**src/rtl/plc_tx_pkg.sv**
```systemverilog
package plc_tx_pkg;

    localparam int HOUSE_W     = 4;
    localparam int KEY_W       = 5;
    localparam int PREFIX_LEN  = 4;
    localparam int FRAME_SLOTS = PREFIX_LEN + 2 * HOUSE_W + 2 * KEY_W;
    localparam int SLOT_W      = $clog2(FRAME_SLOTS);

    typedef enum logic [2:0] {
        ST_IDLE,
        ST_SYNC,
        ST_GUARD,
        ST_SLOT,
        ST_FIN,
        ST_FAIL
    } tx_state_e;

endpackage

```
**src/rtl/plc_zc_sync.sv**
```systemverilog
module plc_zc_sync #(
    parameter int STAGES = 2
) (
    input  logic clk,
    input  logic rst_n,
    input  logic zc_async,
    output logic zc_edge
);
    // chain[STAGES-1] is the synchronised level, chain[STAGES] its previous value
    logic [STAGES:0] chain;

    always_ff @(posedge clk or negedge rst_n) begin
        if (!rst_n) begin
            chain <= '0;
        end else begin
            chain <= {chain[STAGES-1:0], zc_async};
        end
    end

    assign zc_edge = chain[STAGES] ^ chain[STAGES-1];

endmodule

```
**src/rtl/plc_gap_timer.sv**
```systemverilog
module plc_gap_timer #(
    parameter int LIMIT = 250000,
    parameter int CNT_W = $clog2(LIMIT + 1)
) (
    input  logic             clk,
    input  logic             rst_n,
    input  logic             tick,
    input  logic             clear,
    output logic [CNT_W-1:0] gap
);
    localparam logic [CNT_W-1:0] SAT = CNT_W'(LIMIT);

    always_ff @(posedge clk or negedge rst_n) begin
        if (!rst_n) begin
            gap <= '0;
        end else if (clear) begin
            gap <= '0;
        end else if (tick && gap != SAT) begin
            gap <= gap + 1'b1;
        end
    end

endmodule

```
**src/rtl/plc_frame_encoder.sv**
```systemverilog
module plc_frame_encoder
    import plc_tx_pkg::*;
(
    input  logic [HOUSE_W-1:0]     house,
    input  logic [KEY_W-1:0]       key,
    output logic [FRAME_SLOTS-1:0] frame
);
    // slot 0 sits at the most significant bit
    localparam int HOUSE_TOP = FRAME_SLOTS - PREFIX_LEN - 1;
    localparam int KEY_TOP   = 2 * KEY_W - 1;

    function automatic logic [HOUSE_W-1:0] house_pat(input logic [HOUSE_W-1:0] h);
        case (h)
            4'd0:    house_pat = 4'b0110;
            4'd1:    house_pat = 4'b1110;
            4'd2:    house_pat = 4'b0010;
            4'd3:    house_pat = 4'b1010;
            4'd4:    house_pat = 4'b0001;
            4'd5:    house_pat = 4'b1001;
            4'd6:    house_pat = 4'b0101;
            4'd7:    house_pat = 4'b1101;
            4'd8:    house_pat = 4'b0111;
            4'd9:    house_pat = 4'b1111;
            4'd10:   house_pat = 4'b0011;
            4'd11:   house_pat = 4'b1011;
            4'd12:   house_pat = 4'b0000;
            4'd13:   house_pat = 4'b1000;
            4'd14:   house_pat = 4'b0100;
            default: house_pat = 4'b1100;
        endcase
    endfunction

    logic [HOUSE_W-1:0] hp;
    logic [KEY_W-1:0]   kp;

    always_comb begin
        hp = house_pat(house);
        if (key[KEY_W-1]) begin
            kp = {key[KEY_W-2:0], 1'b1};
        end else begin
            kp = {house_pat(key[KEY_W-2:0]), 1'b0};
        end
    end

    assign frame[FRAME_SLOTS-1 -: PREFIX_LEN] = 4'b1110;

    for (genvar i = 0; i < HOUSE_W; i++) begin : g_house_pair
        assign frame[HOUSE_TOP - 2*i]     =  hp[HOUSE_W-1-i];
        assign frame[HOUSE_TOP - 2*i - 1] = ~hp[HOUSE_W-1-i];
    end

    for (genvar j = 0; j < KEY_W; j++) begin : g_key_pair
        assign frame[KEY_TOP - 2*j]     =  kp[KEY_W-1-j];
        assign frame[KEY_TOP - 2*j - 1] = ~kp[KEY_W-1-j];
    end

endmodule

```
**src/rtl/plc_frame_tx.sv**
```systemverilog
module plc_frame_tx
    import plc_tx_pkg::*;
#(
    parameter int HALF_US         = 8333,
    parameter int BURST_US        = 1000,
    parameter int SYNC_MIN_US     = 100,
    parameter int SYNC_TIMEOUT_US = 250000,
    parameter int SYNC_TRIES      = 10,
    parameter int GUARD_ZC        = 6,
    parameter int SYNC_STAGES     = 2,
    parameter int CODE_W          = 8,
    parameter int REP_W           = 8
) (
    input  logic              clk,
    input  logic              rst_n,
    input  logic              zc_in,
    input  logic              us_tick,
    input  logic              cmd_valid,
    output logic              cmd_ready,
    input  logic [CODE_W-1:0] cmd_house,
    input  logic [CODE_W-1:0] cmd_key,
    input  logic [REP_W-1:0]  cmd_reps,
    output logic              carrier_en,
    output logic              busy,
    output logic              done,
    output logic              error
);
    localparam int MIN_GAP_US = HALF_US * 72 / 100;
    localparam int MAX_GAP_US = HALF_US * 102 / 100;
    localparam int CNT_LIMIT  = (SYNC_TIMEOUT_US > MAX_GAP_US) ? SYNC_TIMEOUT_US : MAX_GAP_US + 1;
    localparam int CNT_W      = $clog2(CNT_LIMIT + 1);
    localparam int TRY_W      = $clog2(SYNC_TRIES + 1);
    localparam int GUARD_W    = $clog2(GUARD_ZC + 1);
    localparam logic [SLOT_W-1:0] LAST_SLOT = SLOT_W'(FRAME_SLOTS - 1);

    // crossing detection and interval timing
    logic             zc_edge;
    logic             tmr_clr;
    logic [CNT_W-1:0] gap;

    plc_zc_sync #(.STAGES(SYNC_STAGES)) u_zc (
        .clk      (clk),
        .rst_n    (rst_n),
        .zc_async (zc_in),
        .zc_edge  (zc_edge)
    );

    plc_gap_timer #(.LIMIT(CNT_LIMIT), .CNT_W(CNT_W)) u_gap (
        .clk   (clk),
        .rst_n (rst_n),
        .tick  (us_tick),
        .clear (tmr_clr | zc_edge),
        .gap   (gap)
    );

    // control state
    tx_state_e          state, state_d;
    logic [TRY_W-1:0]   try_cnt, try_d;
    logic [GUARD_W-1:0] guard_cnt, guard_d;
    logic [SLOT_W-1:0]  slot_idx, slot_d;
    logic [REP_W-1:0]   rep_left, rep_d;
    logic [HOUSE_W-1:0] house_q, house_d;
    logic [KEY_W-1:0]   key_q, key_d;

    logic [FRAME_SLOTS-1:0] frame_bits;

    plc_frame_encoder u_enc (
        .house (house_q),
        .key   (key_q),
        .frame (frame_bits)
    );

    logic cmd_bad;
    logic gap_early, gap_late, sync_late, sync_ok, burst_win;

    assign cmd_bad   = ((cmd_house >> HOUSE_W) != '0) || ((cmd_key >> KEY_W) != '0) ||
                       (cmd_reps == '0);
    assign gap_early = gap < CNT_W'(MIN_GAP_US);
    assign gap_late  = gap > CNT_W'(MAX_GAP_US);
    assign sync_ok   = gap >= CNT_W'(SYNC_MIN_US);
    assign sync_late = gap >= CNT_W'(SYNC_TIMEOUT_US);
    assign burst_win = gap < CNT_W'(BURST_US);

    // state register
    always_ff @(posedge clk or negedge rst_n) begin
        if (!rst_n) begin
            state     <= ST_IDLE;
            try_cnt   <= '0;
            guard_cnt <= '0;
            slot_idx  <= '0;
            rep_left  <= '0;
            house_q   <= '0;
            key_q     <= '0;
        end else begin
            state     <= state_d;
            try_cnt   <= try_d;
            guard_cnt <= guard_d;
            slot_idx  <= slot_d;
            rep_left  <= rep_d;
            house_q   <= house_d;
            key_q     <= key_d;
        end
    end

    // next state
    always_comb begin
        state_d = state;
        try_d   = try_cnt;
        guard_d = guard_cnt;
        slot_d  = slot_idx;
        rep_d   = rep_left;
        house_d = house_q;
        key_d   = key_q;
        tmr_clr = 1'b0;
        unique case (state)
            ST_IDLE: begin
                if (cmd_valid) begin
                    if (cmd_bad) begin
                        state_d = ST_FAIL;                  // reject
                    end else begin
                        state_d = ST_SYNC;                  // accept
                        house_d = cmd_house[HOUSE_W-1:0];
                        key_d   = cmd_key[KEY_W-1:0];
                        rep_d   = cmd_reps;
                        try_d   = '0;
                        tmr_clr = 1'b1;
                    end
                end
            end
            ST_SYNC: begin
                if (zc_edge && sync_ok) begin
                    state_d = ST_GUARD;                     // lock
                    guard_d = '0;
                end else if (zc_edge || sync_late) begin
                    tmr_clr = 1'b1;
                    if (try_cnt == TRY_W'(SYNC_TRIES - 1)) begin
                        state_d = ST_FAIL;                  // sync_lost
                    end else begin
                        try_d = try_cnt + 1'b1;             // retry
                    end
                end
            end
            ST_GUARD: begin
                if (zc_edge) begin
                    if (gap_early) begin
                        state_d = ST_FAIL;                  // frame_err
                    end else if (guard_cnt == GUARD_W'(GUARD_ZC - 1)) begin
                        state_d = ST_SLOT;                  // gap_done
                        slot_d  = '0;
                    end else begin
                        guard_d = guard_cnt + 1'b1;
                    end
                end else if (gap_late) begin
                    state_d = ST_FAIL;                      // frame_err
                end
            end
            ST_SLOT: begin
                if (zc_edge) begin
                    if (gap_early) begin
                        state_d = ST_FAIL;                  // frame_err
                    end else if (slot_idx == LAST_SLOT) begin
                        if (rep_left == REP_W'(1)) begin
                            state_d = ST_FIN;               // last_slot
                        end else begin
                            rep_d  = rep_left - 1'b1;       // next_slot, new repeat
                            slot_d = '0;
                        end
                    end else begin
                        slot_d = slot_idx + 1'b1;           // next_slot
                    end
                end else if (gap_late) begin
                    state_d = ST_FAIL;                      // frame_err
                end
            end
            ST_FIN:  state_d = ST_IDLE;                     // release
            ST_FAIL: state_d = ST_IDLE;                     // release
            default: state_d = ST_IDLE;
        endcase
    end

    // outputs
    always_comb begin
        cmd_ready  = (state == ST_IDLE);
        busy       = (state == ST_SYNC) || (state == ST_GUARD) || (state == ST_SLOT);
        done       = (state == ST_FIN);
        error      = (state == ST_FAIL);
        carrier_en = (state == ST_SLOT) && frame_bits[LAST_SLOT - slot_idx] && burst_win;
    end

endmodule

```
**config.mk**
```make
export PLATFORM = sky130hd
export DESIGN_NAME = plc_frame_tx
export DESIGN_NICKNAME = d
export VERILOG_FILES = /design/src/rtl/plc_tx_pkg.sv /design/src/rtl/plc_zc_sync.sv /design/src/rtl/plc_gap_timer.sv /design/src/rtl/plc_frame_encoder.sv /design/src/rtl/plc_frame_tx.sv
export SDC_FILE = /design/constraint.sdc
export NUM_CORES = 1
export LEC_CHECK = 0
export ABC_AREA = 1
export BUFFER_PORTS_ARGS = -buffer_cell sky130_fd_sc_hd__buf_2
export CAP_MARGIN = 20
export CORE_MARGIN = 4
export CORE_UTILIZATION = 61
export CTS_CLUSTER_SIZE = 8
export DETAILED_ROUTE_END_ITERATION = 10
export PLACE_DENSITY = 0.86
export SKIP_CTS_REPAIR_TIMING = 1
export SYNTH_ARGS = -nofsm -noshare
export SYNTH_HDL_FRONTEND = slang
export SYNTH_SLANG_ARGS = --single-unit
```
**constraint.sdc**
```tcl
create_clock -name clk -period 2.38 [get_ports clk]
set_input_delay 0.357 -clock clk [delete_from_list [all_inputs] [get_ports clk]]
set_output_delay 0.357 -clock clk [all_outputs]
set_load 0.1 [all_outputs]
```
==> results by stage <==
Critical path:
- In this run the worst path has a maximum fanout of 5.
- The startpoint type of the worst setup path is a flop.
- The type of the worst setup path is reg -> out.
- For the worst setup path, the data required time is 2.02 ns.
- In this run the critical register-to-register path is launched from state[1].
- The most frequent cell on the critical path is sky130_fd_sc_hd__nand2_1.
- The worst-path cell with the longest stage delay is sky130_fd_sc_hd__dfrtp_2.
- The worst setup path is captured at an output pin.
- The signal on the critical path passes through ha_4, inv_4, o21ai_0, nand3_1, nand2_1, nand2_1, nand2_1, nor2_1, nor2_2, buf_12.
- For this run, the slowest stage of the critical path takes 0.46 ns.
- The critical path startpoint is slot_idx[2].
- At the worst endpoint, the arrival time is 2.04 ns.

Detailed routing:
- For this block, the routed nets add up to 8.87 mm of wire.
- After the first detailed-routing iteration, the DRC count stood at 222.
- In the final routed layout, each cell accounts on average for 12.8 um.
- The post-route DRC violation count is 0.
- The count of nets left with antenna violations once routing finished came out at 0.
- For this run, the detailed router's first-pass iteration total came to 5.
- The via density per instance is 5.39.
- The detailed-route via count is 3,723.

Placement:
- Detailed placement ended at an HPWL of 6.84 mm.
- At the end of routability-driven placement, the weighted congestion stood at 0.959.
- The count of buffers added on input and output ports is 33.
- The post-placement cell count is 681.

Clock tree:
- The number of sinks driven by the clock tree is 53.
- The total CTS buffers is 5.
- The cell sitting at the root of the clock tree is a sky130_fd_sc_hd__clkbuf_8.
- The deepest clock path buffer count is 2.
- The latest clock arrival within the worst-skew pair is 0.30 ns.
- After clock tree synthesis, the clock-pin slew on the worst setup and hold paths is 0.09 ns.
- The H-tree generated during clock tree synthesis spans 2 levels.
- The TritonCTS clock tree is built.

Logic synthesis:
- The cell taking the most area after synthesis is sky130_fd_sc_hd__dfrtp_1.
- The share of flip-flops with an asynchronous set or reset is 100%.
- The share of Yosys cell area claimed by the top area cell type is 32.7%.
- The share of synthesized area occupied by flip-flops and latches is 32.7%.
- When the netlist entered floorplanning its net count stood at 624.
- After synthesis the netlist holds a flip-flop and latch count of 53.
- Summing every instance area after synthesis gives 4060 um2.
- After synthesis, the mean cell area works out to 6.99 um2.
- The number of synthesized flops with an enable pin is 0.
- During synthesis, Yosys emitted a total of 0 warnings.
- The post-synthesis instance total is 581.
- The dominant register cell in the synthesized netlist is sky130_fd_sc_hd__dfrtp_1.
- By area the synthesized netlist is led by sky130_fd_sc_hd__dfrtp_1 33%, sky130_fd_sc_hd__nand2_1 15%, sky130_fd_sc_hd__nor2_1 7.2%.
- Synthesis instantiated 45 different standard cells from the library.

Die:
- In this run the core area contains 29 standard-cell rows.
- The overall die area is 8020 um2.
- The top-level port count is 34.
- In this run the standard cell core region covers 6420 um2.
- The floorplan step set the die height to 89.6 um.
- The effective utilization at floorplan is 63.2%.
- The die extent in x is 89.6 um.

Global route:
- The final global-route overflow total is 0.
- The number of antenna violations at the first check in global routing is 0.
- The via count of the first global-routing pass is 3,434.
- Entering global routing, the biggest net connects 30 pins.
- For this run, the total global-route usage over all layers was measured as 23.6%.
- The wire length of the first global-routing pass is 15.1 mm.

Layout:
- The total number of nets in the final design is 656.
- The number of antenna diodes in the final layout is 0.
- The fraction of final layout cells with drive strength greater than 1 is 16.1%.
- Compared with the post-synthesis result, the final layout area differs by 9.09%.
- Once layout is complete, the cells apart from fillers number 691.

Timing:
- Setup repair after global routing could not meet its margin everywhere.
- After routing, the total negative slack on setup checks comes to -0.0199 ns.
- In the post-route analysis, the smallest setup slack over all paths is -0.0199 ns.
- The number of slew-limit violations in the final report is 0.
- The shortest clock period the worst path allows after layout is 2.40 ns.
- The timing-limited maximum frequency is 0.417 GHz.
- The setup clock skew after layout is 0.00530 ns.
- The total of endpoints with negative setup slack in the final report is 1.
- The worst hold margin is 0.0372 ns.
- The final period utilization is 101%.
- In this run the tightest slew margin relative to its limit is 61.7%.
- The final hold violation count is 0.
- At the pin with the least slew margin, the transition time is 0.575 ns.

Power:
- The leakage power figure is 2.30 nW.
- The worst ir drop on vdd is 0.000353 V.
- Dividing total power by cell area gives a power density of 431 nW/um2.

Run:
- The tool flagged a number of max-cap violations equal to 0.

Worst hold path:
- The class of the worst hold path is in -> async.

Outcome:
- The checks that failed: negative setup slack.
- The run finished, with violations left.
[flip-flops by register name (all words and copies together), names as in the netlist]
| name | count |
|---|---|
| u_gap.gap | 18 |
| rep_left | 8 |
| key_q | 5 |
| slot_idx | 5 |
| house_q | 4 |
| try_cnt | 4 |
| guard_cnt | 3 |
| state | 3 |
| u_zc.chain | 3 |
[placed cells by master, fill, tap and decap left out, types with 2 or more instances in the layout]
cell	instances
sky130_fd_sc_hd__nor2_4	2
sky130_fd_sc_hd__nor3_1	14
sky130_fd_sc_hd__clkbuf_1	2
sky130_fd_sc_hd__o211ai_1	2
sky130_fd_sc_hd__nand4_1	9
sky130_fd_sc_hd__mux2_2	6
sky130_fd_sc_hd__nand2_1	158
sky130_fd_sc_hd__xnor2_1	5
sky130_fd_sc_hd__inv_1	68
sky130_fd_sc_hd__o21ai_1	2
sky130_fd_sc_hd__xor2_1	17
sky130_fd_sc_hd__inv_2	5
sky130_fd_sc_hd__nand3_2	2
sky130_fd_sc_hd__buf_4	5
sky130_fd_sc_hd__ha_1	13
sky130_fd_sc_hd__nor2_1	77
sky130_fd_sc_hd__clkbuf_8	5
sky130_fd_sc_hd__nand2_4	4
sky130_fd_sc_hd__nand2_2	6
sky130_fd_sc_hd__nor2_2	5
sky130_fd_sc_hd__a21o_1	2
sky130_fd_sc_hd__a31oi_2	2
sky130_fd_sc_hd__o21ai_2	4
sky130_fd_sc_hd__a21oi_1	15
sky130_fd_sc_hd__nand3b_1	2
sky130_fd_sc_hd__buf_12	2
sky130_fd_sc_hd__dfrtp_1	52
sky130_fd_sc_hd__nand3_4	2
sky130_fd_sc_hd__o21bai_1	2
sky130_fd_sc_hd__nand3_1	52
sky130_fd_sc_hd__o21ai_0	17
sky130_fd_sc_hd__nor3_2	4
sky130_fd_sc_hd__o21a_1	2
sky130_fd_sc_hd__buf_2	32
[cell type report]
type,count,area [um2]
Inverter,74,280
Multi-Input combinational cell,440,2400
Timing Repair Buffer,39,238
Fill cell,542,1990
Clock buffer,7,76.3
Clock inverter,1,7.51
Tap cell,77,96.3
Sequential cell,53,1330
[stage by stage]
step | setup slack (ns) | cell area [um2] | total power (W) | util [%]
6_report | -0.0199 | 4430 | 0.00191 | 68.9
5_1_grt | -0.123 | 4430 | 0.00203 | 68.9
4_1_cts | -0.237 | 4380 | 0.00193 | 68.2
3_5_place_dp | 0.136 | 4300 | 0.00143 | 66.9
3_3_place_gp | 0.228 | 4300 | 0.00141 | 66.9
2_1_floorplan | -0.301 | 4070 | 0.00131 | -
[routing by layer]
layer	wire [um]	global-route usage (%)	share of wire (%)	vias to the layer above
met3	531	4.01	6.0	9
met5	0	0	0	-
li1	-	-	-	1902
met2	4320	39.8	49	111
met4	105	6.63	1.2	0
met1	3910	31.2	44	1701
[cell usage after synthesis, types with 2 or more instances]
master	instances
sky130_fd_sc_hd__nand3_1	52
sky130_fd_sc_hd__dfrtp_1	53
sky130_fd_sc_hd__nand2_2	6
sky130_fd_sc_hd__nor2_1	78
sky130_fd_sc_hd__ha_1	14
sky130_fd_sc_hd__nand3_2	2
sky130_fd_sc_hd__o21bai_1	2
sky130_fd_sc_hd__inv_2	4
sky130_fd_sc_hd__buf_6	3
sky130_fd_sc_hd__inv_1	70
sky130_fd_sc_hd__nand3_4	2
sky130_fd_sc_hd__a31oi_2	2
sky130_fd_sc_hd__buf_4	2
sky130_fd_sc_hd__nand4_1	9
sky130_fd_sc_hd__nor2_2	4
sky130_fd_sc_hd__o211ai_1	2
sky130_fd_sc_hd__mux2_2	6
sky130_fd_sc_hd__nor2_4	2
sky130_fd_sc_hd__a21oi_1	16
sky130_fd_sc_hd__xnor2_1	5
sky130_fd_sc_hd__nand2_4	4
sky130_fd_sc_hd__o21ai_0	18
sky130_fd_sc_hd__o21ai_2	4
sky130_fd_sc_hd__xor2_1	17
sky130_fd_sc_hd__nor3_1	17
sky130_fd_sc_hd__o21a_1	2
sky130_fd_sc_hd__buf_2	8
sky130_fd_sc_hd__nand3b_1	2
sky130_fd_sc_hd__a21o_1	2
sky130_fd_sc_hd__nand2_1	158
[worst paths after layout]
path	to	slack (ns)	depth (start not counted)
min	u_gap.gap[1]	0.04	1
min reg2reg	u_zc.chain[1]	0.36	0
max	carrier_en	-0.02	10
max reg2reg	rep_left[1]	0.42	8
min in group clk	u_zc.chain[0]	0.15	1
max in group asynchronous	slot_idx[2]	1.78	2
[where the power goes]
group	internal (W)	total, W	switching, W	leakage, nW
Clock	0.000209	0.000501	0.000292	0.0385
Combinational	0.000144	0.000418	0.000274	1.56
Sequential	0.000942	0.000989	0.0000477	0.705
Total	0.00129	0.00191	0.000614	2.30
[cells by family (layout without fill, tap and decap cells)]
kind of cell,Yosys count,in the layout,synth area share [%]
simple gates,343,343,38.4
xor+xnor,24,24,5.55
mux,6,6,1.66
compound gates,53,53,8.26
buf+inv,88,121,9.12
flops,53,53,32.7
fa+ha+maj,14,14,4.32
[worst max-delay path: cells and delay by family (launching register included)]
family	cells	cell delay, ns
flip-flops	1	0.46
AO/OA/AOI/OAI	1	0.21
buffers and inverters	2	0.24
AND/OR/NAND/NOR	6	0.50
adder cells (fa/ha/maj)	1	0.32
Note: power is estimated with default switching activity, not from simulation.
